$ cat config.mk
export PLATFORM = sky130hd
export DESIGN_NAME = lpm_ctrl
export DESIGN_NICKNAME = d
export VERILOG_FILES = /design/src/rtl/lpm_pkg.sv /design/src/rtl/lpm_cfg_reg.sv /design/src/rtl/lpm_tgt_side.sv /design/src/rtl/lpm_ini_side.sv /design/src/rtl/lpm_ctrl.sv
export SDC_FILE = /design/constraint.sdc
export NUM_CORES = 1
export LEC_CHECK = 0
export ABC_AREA = 1
export ABC_CLOCK_PERIOD_IN_PS = 1700
export BUFFER_PORTS_ARGS = -buffer_cell sky130_fd_sc_hd__buf_2
export CAP_MARGIN = 10
export CORE_ASPECT_RATIO = 0.7
export CORE_MARGIN = 2
export CORE_UTILIZATION = 36
export DETAILED_ROUTE_END_ITERATION = 10
export HOLD_SLACK_MARGIN = 0.02
export PLACE_DENSITY_LB_ADDON = 0.2
export SKIP_CTS_REPAIR_TIMING = 1
export SYNTH_ARGS = -nofsm -noshare
export SYNTH_HDL_FRONTEND = slang
export SYNTH_SLANG_ARGS = --single-unit
$ cat constraint.sdc
create_clock -name clk -period 1.7 [get_ports clk]
set_input_delay 0.17 -clock clk [delete_from_list [all_inputs] [get_ports clk]]
set_output_delay 0.17 -clock clk [all_outputs]
set_load 0.01 [all_outputs]
$ cat src/rtl/lpm_pkg.sv
package lpm_pkg;

  typedef enum logic [1:0] {
    PM_FORCE      = 2'd0,
    PM_NEVER      = 2'd1,
    PM_SMART      = 2'd2,
    PM_SMART_WAKE = 2'd3
  } pm_mode_e;

  typedef enum logic [1:0] {
    LNK_ACTIVE  = 2'd0,
    LNK_PARTIAL = 2'd1,
    LNK_SLUMBER = 2'd2,
    LNK_OFF     = 2'd3
  } link_pwr_e;

  localparam int REG_W   = 32;
  localparam int TGT_LSB = 2;
  localparam int INI_LSB = 4;
  localparam int OVR_BIT = 16;
  localparam pm_mode_e TGT_RST = PM_SMART;
  localparam pm_mode_e INI_RST = PM_SMART;

  typedef struct packed {
    logic     ovr;
    pm_mode_e ini;
    pm_mode_e tgt;
  } lpm_cfg_t;

  // Target acknowledge for the next cycle.
  function automatic logic tgt_ack_next(pm_mode_e mode, logic req,
                                        logic busy, logic ack_q);
    logic r;
    if (mode == PM_FORCE)      r = req;
    else if (mode == PM_NEVER) r = 1'b0;
    else                       r = req && (ack_q || !busy);
    return r;
  endfunction

  // Initiator standby for the next cycle.
  function automatic logic stby_next(pm_mode_e mode, logic drained,
                                     logic sb_q, logic wake_q);
    logic r;
    if (mode == PM_FORCE)      r = 1'b1;
    else if (mode == PM_NEVER) r = 1'b0;
    else if (mode == PM_SMART) r = drained;
    else                       r = sb_q ? !wake_q : drained;
    return r;
  endfunction

  function automatic logic clk_stop_allowed(logic ovr, link_pwr_e st);
    return ovr || (st == LNK_PARTIAL) || (st == LNK_SLUMBER);
  endfunction

endpackage

$ cat src/rtl/lpm_cfg_reg.sv
module lpm_cfg_reg
  import lpm_pkg::*;
(
  input  logic             clk,
  input  logic             rst_n,
  input  logic             we,
  input  logic [REG_W-1:0] wdata,
  output logic [REG_W-1:0] rdata,
  output lpm_cfg_t         cfg
);

  lpm_cfg_t cfg_q;
  logic     unused_rsvd;

  assign unused_rsvd = ^{wdata[REG_W-1:OVR_BIT+1], wdata[OVR_BIT-1:INI_LSB+2],
                         wdata[TGT_LSB-1:0]};

  always_ff @(posedge clk or negedge rst_n) begin
    if (!rst_n) begin
      cfg_q.ovr <= 1'b0;
      cfg_q.ini <= INI_RST;
      cfg_q.tgt <= TGT_RST;
    end else if (we) begin
      cfg_q.ovr <= wdata[OVR_BIT];
      cfg_q.ini <= pm_mode_e'(wdata[INI_LSB+:2]);
      cfg_q.tgt <= pm_mode_e'(wdata[TGT_LSB+:2]);
    end
  end

  always_comb begin
    rdata               = '0;
    rdata[OVR_BIT]      = cfg_q.ovr;
    rdata[INI_LSB+:2]   = cfg_q.ini;
    rdata[TGT_LSB+:2]   = cfg_q.tgt;
  end

  assign cfg = cfg_q;

endmodule

$ cat src/rtl/lpm_tgt_side.sv
module lpm_tgt_side
  import lpm_pkg::*;
(
  input  logic     clk,
  input  logic     rst_n,
  input  pm_mode_e mode,
  input  logic     idle_req,
  input  logic     busy,
  input  logic     wake_evt,
  output logic     idle_ack,
  output logic     wake_o
);

  logic ack_d;
  logic wake_d;
  logic wake_allowed;

  assign ack_d        = tgt_ack_next(mode, idle_req, busy, idle_ack);
  assign wake_allowed = (mode == PM_SMART_WAKE) && idle_ack && ack_d;
  assign wake_d       = wake_allowed && (wake_evt || wake_o);

  always_ff @(posedge clk or negedge rst_n) begin
    if (!rst_n) begin
      idle_ack <= 1'b0;
      wake_o   <= 1'b0;
    end else begin
      idle_ack <= ack_d;
      wake_o   <= wake_d;
    end
  end

  AST_FORCE_FOLLOWS: assert property (@(posedge clk) disable iff (!rst_n)
    (mode == PM_FORCE) |=> (idle_ack == $past(idle_req)));
  AST_NEVER_NO_ACK: assert property (@(posedge clk) disable iff (!rst_n)
    (mode == PM_NEVER) |=> !idle_ack);
  AST_SMART_ACK_IDLE: assert property (@(posedge clk) disable iff (!rst_n)
    ($rose(idle_ack) && $past(mode[1])) |-> !$past(busy));
  AST_ACK_DROP: assert property (@(posedge clk) disable iff (!rst_n)
    !idle_req |=> !idle_ack);
  AST_TGT_WAKE_IN_IDLE: assert property (@(posedge clk) disable iff (!rst_n)
    wake_o |-> idle_ack);

endmodule

$ cat src/rtl/lpm_ini_side.sv
module lpm_ini_side
  import lpm_pkg::*;
#(
  parameter int CNT_W = 4
) (
  input  logic     clk,
  input  logic     rst_n,
  input  pm_mode_e mode,
  input  logic     tx_req,
  input  logic     tx_issue,
  input  logic     tx_done,
  output logic     stby,
  output logic     wake_o
);

  localparam logic [CNT_W-1:0] CNT_MAX = '1;
  localparam logic [CNT_W-1:0] CNT_ONE = CNT_W'(1);

  logic [CNT_W-1:0] cnt_q;
  logic [CNT_W-1:0] cnt_d;
  logic             drained;
  logic             sb_d;
  logic             wake_d;

  always_comb begin
    cnt_d = cnt_q;
    if (tx_issue && !tx_done)      cnt_d = cnt_q + CNT_ONE;
    else if (!tx_issue && tx_done) cnt_d = cnt_q - CNT_ONE;
  end

  assign drained = (cnt_q == '0) && !tx_req && !tx_issue;
  assign sb_d    = stby_next(mode, drained, stby, wake_o);
  assign wake_d  = (mode == PM_SMART_WAKE) && stby && sb_d && (tx_req || wake_o);

  always_ff @(posedge clk or negedge rst_n) begin
    if (!rst_n) begin
      cnt_q  <= '0;
      stby   <= 1'b0;
      wake_o <= 1'b0;
    end else begin
      cnt_q  <= cnt_d;
      stby   <= sb_d;
      wake_o <= wake_d;
    end
  end

  AST_FORCE_STBY: assert property (@(posedge clk) disable iff (!rst_n)
    (mode == PM_FORCE) |=> stby);
  AST_NEVER_STBY: assert property (@(posedge clk) disable iff (!rst_n)
    (mode == PM_NEVER) |=> !stby);
  AST_STBY_DRAINED: assert property (@(posedge clk) disable iff (!rst_n)
    ($rose(stby) && $past(mode[1])) |-> ($past(cnt_q) == '0 && !$past(tx_req)));
  AST_CNT_NO_WRAP: assert property (@(posedge clk) disable iff (!rst_n)
    !(cnt_q == CNT_MAX && tx_issue && !tx_done));
  AST_CNT_NO_UNDER: assert property (@(posedge clk) disable iff (!rst_n)
    !(cnt_q == '0 && tx_done && !tx_issue));
  AST_INI_WAKE_IN_STBY: assert property (@(posedge clk) disable iff (!rst_n)
    wake_o |-> stby);
  AST_INI_WAKE_EXIT: assert property (@(posedge clk) disable iff (!rst_n)
    (wake_o && mode == PM_SMART_WAKE) |=> !stby);

endmodule

$ cat src/rtl/lpm_ctrl.sv
module lpm_ctrl
  import lpm_pkg::*;
#(
  parameter int OUTST_W = 4
) (
  input  logic        clk,
  input  logic        rst_n,
  input  logic        cfg_we,
  input  logic [31:0] cfg_wdata,
  output logic [31:0] cfg_rdata,
  input  logic        sys_idle_req,
  input  logic        tgt_busy,
  input  logic        tgt_event,
  output logic        idle_ack,
  output logic        tgt_wake,
  input  logic        ini_req,
  input  logic        ini_issue,
  input  logic        ini_done,
  output logic        stby,
  output logic        ini_wake,
  input  logic [1:0]  link_pstate,
  output logic        clk_stop_ok
);

  lpm_cfg_t  cfg;
  link_pwr_e link_st;

  lpm_cfg_reg u_reg (
    .clk   (clk),
    .rst_n (rst_n),
    .we    (cfg_we),
    .wdata (cfg_wdata),
    .rdata (cfg_rdata),
    .cfg   (cfg)
  );

  lpm_tgt_side u_tgt (
    .clk      (clk),
    .rst_n    (rst_n),
    .mode     (cfg.tgt),
    .idle_req (sys_idle_req),
    .busy     (tgt_busy),
    .wake_evt (tgt_event),
    .idle_ack (idle_ack),
    .wake_o   (tgt_wake)
  );

  lpm_ini_side #(.CNT_W(OUTST_W)) u_ini (
    .clk      (clk),
    .rst_n    (rst_n),
    .mode     (cfg.ini),
    .tx_req   (ini_req),
    .tx_issue (ini_issue),
    .tx_done  (ini_done),
    .stby     (stby),
    .wake_o   (ini_wake)
  );

  assign link_st     = link_pwr_e'(link_pstate);
  assign clk_stop_ok = clk_stop_allowed(cfg.ovr, link_st);

  AST_CLKSTOP_ACTIVE: assert property (@(posedge clk) disable iff (!rst_n)
    (cfg_rdata[OVR_BIT] == 1'b0 && link_pstate == 2'd0) |-> !clk_stop_ok);
  AST_CLKSTOP_OVR: assert property (@(posedge clk) disable iff (!rst_n)
    cfg_rdata[OVR_BIT] |-> clk_stop_ok);

endmodule

==> flow_summary.toml <==
[power_and_ir_drop]
sw_frac_of_total_pct = 37.6
p_int_mw = 0.646
p_per_area_nw_per_um2 = 1080
power_switching_mw = 0.389
power_mw = 1.04
power_frac_seq_pct = 44.9
clkPwrFrac_pct = 18.1
peakVddDrop_mv = 0.586
leakagePower_nw = 0.537
combinationalPowerShare_pct = 36.9

[clocking]
cts.clk_slew.worst_paths_ns = 0.08
cts_sinks = 13
cts_tree = "built"
root_buffer = "clkbuf_4"
cts_buffers = 3
cts_buffer_depth = 2
htreeDepth = 1
clock_latency_ns = 0.27

[timing]
fin_skew_ns = 0.00123
min_period_ns = 1.29
hold_viol_final = 0
tns_ns = 0
fmax_mhz = 773
setup_viol = 0
slew_violations = 0
rsz0062_at_grt = "false"
timing.final.crit_share_pct = 76.1
setup_ws_ns = 0.407

[synth]
netlist_instances = 98
syn_area_sq_um = 865
synth.top_cells.by_count = "buf_4, nand2_1, dfrtp_1"
synth_area_leaders = "dfrtp_1, buf_4, nand2_1"
synth-edff-count = 0
async_flop_share_pct = 100
synth.avg_cell_area_sq_um = 8.82
yosysTopAreaCellShare_pct = 31.8
yosysMostFrequentCell = "buf_4"
ys_types = 17
synth_ff_type = "dfrtp_1"
seq_area_frac_synth_pct = 37.9
yosysTopAreaCell = "dfrtp_1"
ys.warnings.count = 0
synth-seq-cells = 13

[drt]
drt_iter0_drc = 6
drt_first_pass_iters = 3
drc = 0
wl_per_cell_um = 9.28
via_per_inst = 4.08
drt_wl_total_mm = 1.48
final_antenna_net_count = 0
via_count = 648

[status]
status = "complete, no violations"

[floorplanning]
die_area_sq_um = 2820
row_count = 14
start_util_pct = 39.2
dieWidth_um = 62.6
dieHeight_um = 45
core_sq_um = 2210
io_pins = 80

[setup_path]
reg2reg_slack_ns = 0.41
worstPathMaxFanout = 4
crit_path_end_kind = "register"
critPathLaunchType = "register"
criticalPathCategory = "register to register"
crit_required_ns = 1.91
arrival_ns = 1.51

[global_routing]
gr-total-overflow = 0
grt_pass1_vias = 547
grt_max_degree = 14
antenna_found_initial = 0
grt_pass1_wl_mm = 2.46
track_usage_pct = 11.3

[place]
hpwl_mm = 1.21
routabilityCongestion = 0.864
portBuffers = 25
place_ws_ns = 0.180

[flow_run]
maxCapViolCount = 0

[layout]
n_antenna_cell = 0
syn2layout_area_growth_pct = 11.1
finish.utilization_pct = 43.5
finish.net_count = 175
drive_gt1_share_pct = 27.6

[hold_path]
hold_path_class = "input port to register"
-- routing by layer --
| metal | global-route usage (%) | vias to the layer above | part of all wire (%) |
|---|---|---|---|
| met2 | 19.4 | 35 | 46 |
| met3 | 4.49 | 0 | 8.0 |
| met5 | 0 | - | 0 |
| met1 | 14.2 | 297 | 46 |
| li1 | - | 316 | - |
| met4 | 1.33 | 0 | 0 |
-- sequential cells by signal (all words and copies together) (netlist names) --
register	cells
u_ini.wake_o	1
u_tgt.wake_o	1
u_ini.cnt_q	4
u_tgt.idle_ack	1
u_reg.cfg	5
u_ini.stby	1
-- path summary, 6_finish.rpt --
path / from / to / depth (start not counted)
max: u_ini.cnt_q[2] / u_ini.cnt_q[3] / 8
min: cfg_wdata[2] / u_reg.cfg[0] / 3
max reg2reg: u_ini.cnt_q[2] / u_ini.cnt_q[3] / 8
min reg2reg: u_tgt.wake_o / u_tgt.wake_o / 2
max in group asynchronous: rst_n / u_reg.cfg[1] / 2
min in group asynchronous: rst_n / u_ini.wake_o / 2
-- area by class of cell --
cell class                 instances  area (sq um)
fill                             235          1250
multi-input combinational         77           405
sequential                        13           328
timing repair buffer              26           135
tap                               32          40.0
clock buffer                       4          26.3
inverter                           7          26.3
-- layout by cell type, fill, tap and decap left out --
| master | n |
|---|---|
| dfrtp_1 | 11 |
| o21ai_0 | 4 |
| fa_1 | 1 |
| ha_1 | 3 |
| clkbuf_1 | 1 |
| xnor2_1 | 3 |
| xor2_1 | 1 |
| conb_1 | 27 |
| nand3_1 | 6 |
| o221a_2 | 1 |
| nand4_1 | 1 |
| nor2_1 | 8 |
| inv_1 | 7 |
| a21oi_1 | 1 |
| dfstp_2 | 2 |
| dlygate4sd3_1 | 1 |
| mux2_2 | 4 |
| nand2_1 | 17 |
| clkbuf_4 | 3 |
| buf_2 | 25 |
-- power groups by stage --
stage / sequential [mW] / clock, mW / combinational (mW)
finish: 0.465 / 0.188 / 0.383
global placement: 0.471 / 0 / 0.371
floorplan: 0.463 / 0 / 0.330
global route: 0.479 / 0.212 / 0.457
detailed placement: 0.472 / 0 / 0.380
CTS: 0.466 / 0.203 / 0.384
-- kinds of logic after synthesis --
kind of cell    synth area share [%]
mux                             5.21
compound gates                  4.20
fa+ha+maj                       6.66
simple gates                    15.1
xor+xnor                        4.05
buf+inv                         26.5
other cells                    0.434
flops                           37.9
-- stage by stage --
step                      std cells  hold slack, ns  instance area [sq um]
after global placement          154          0.0733                    925
after CTS                       158          -0.230                    951
final                           159           0.104                    961
after detailed placement        154          0.0763                    925
after floorplan                 124          -0.126                    962
after global routing            159          0.0997                    961
-- critical path, stage by stage (launching register included) --
cell	delay (ns)
dfrtp_1	0.40
ha_1	0.36
nand2_1	0.09
nand2_1	0.05
nor2_1	0.11
nand2_1	0.06
nand2_1	0.06
nand2_1	0.04
nand2_1	0.05
Note: power is estimated with default switching activity, not from simulation.
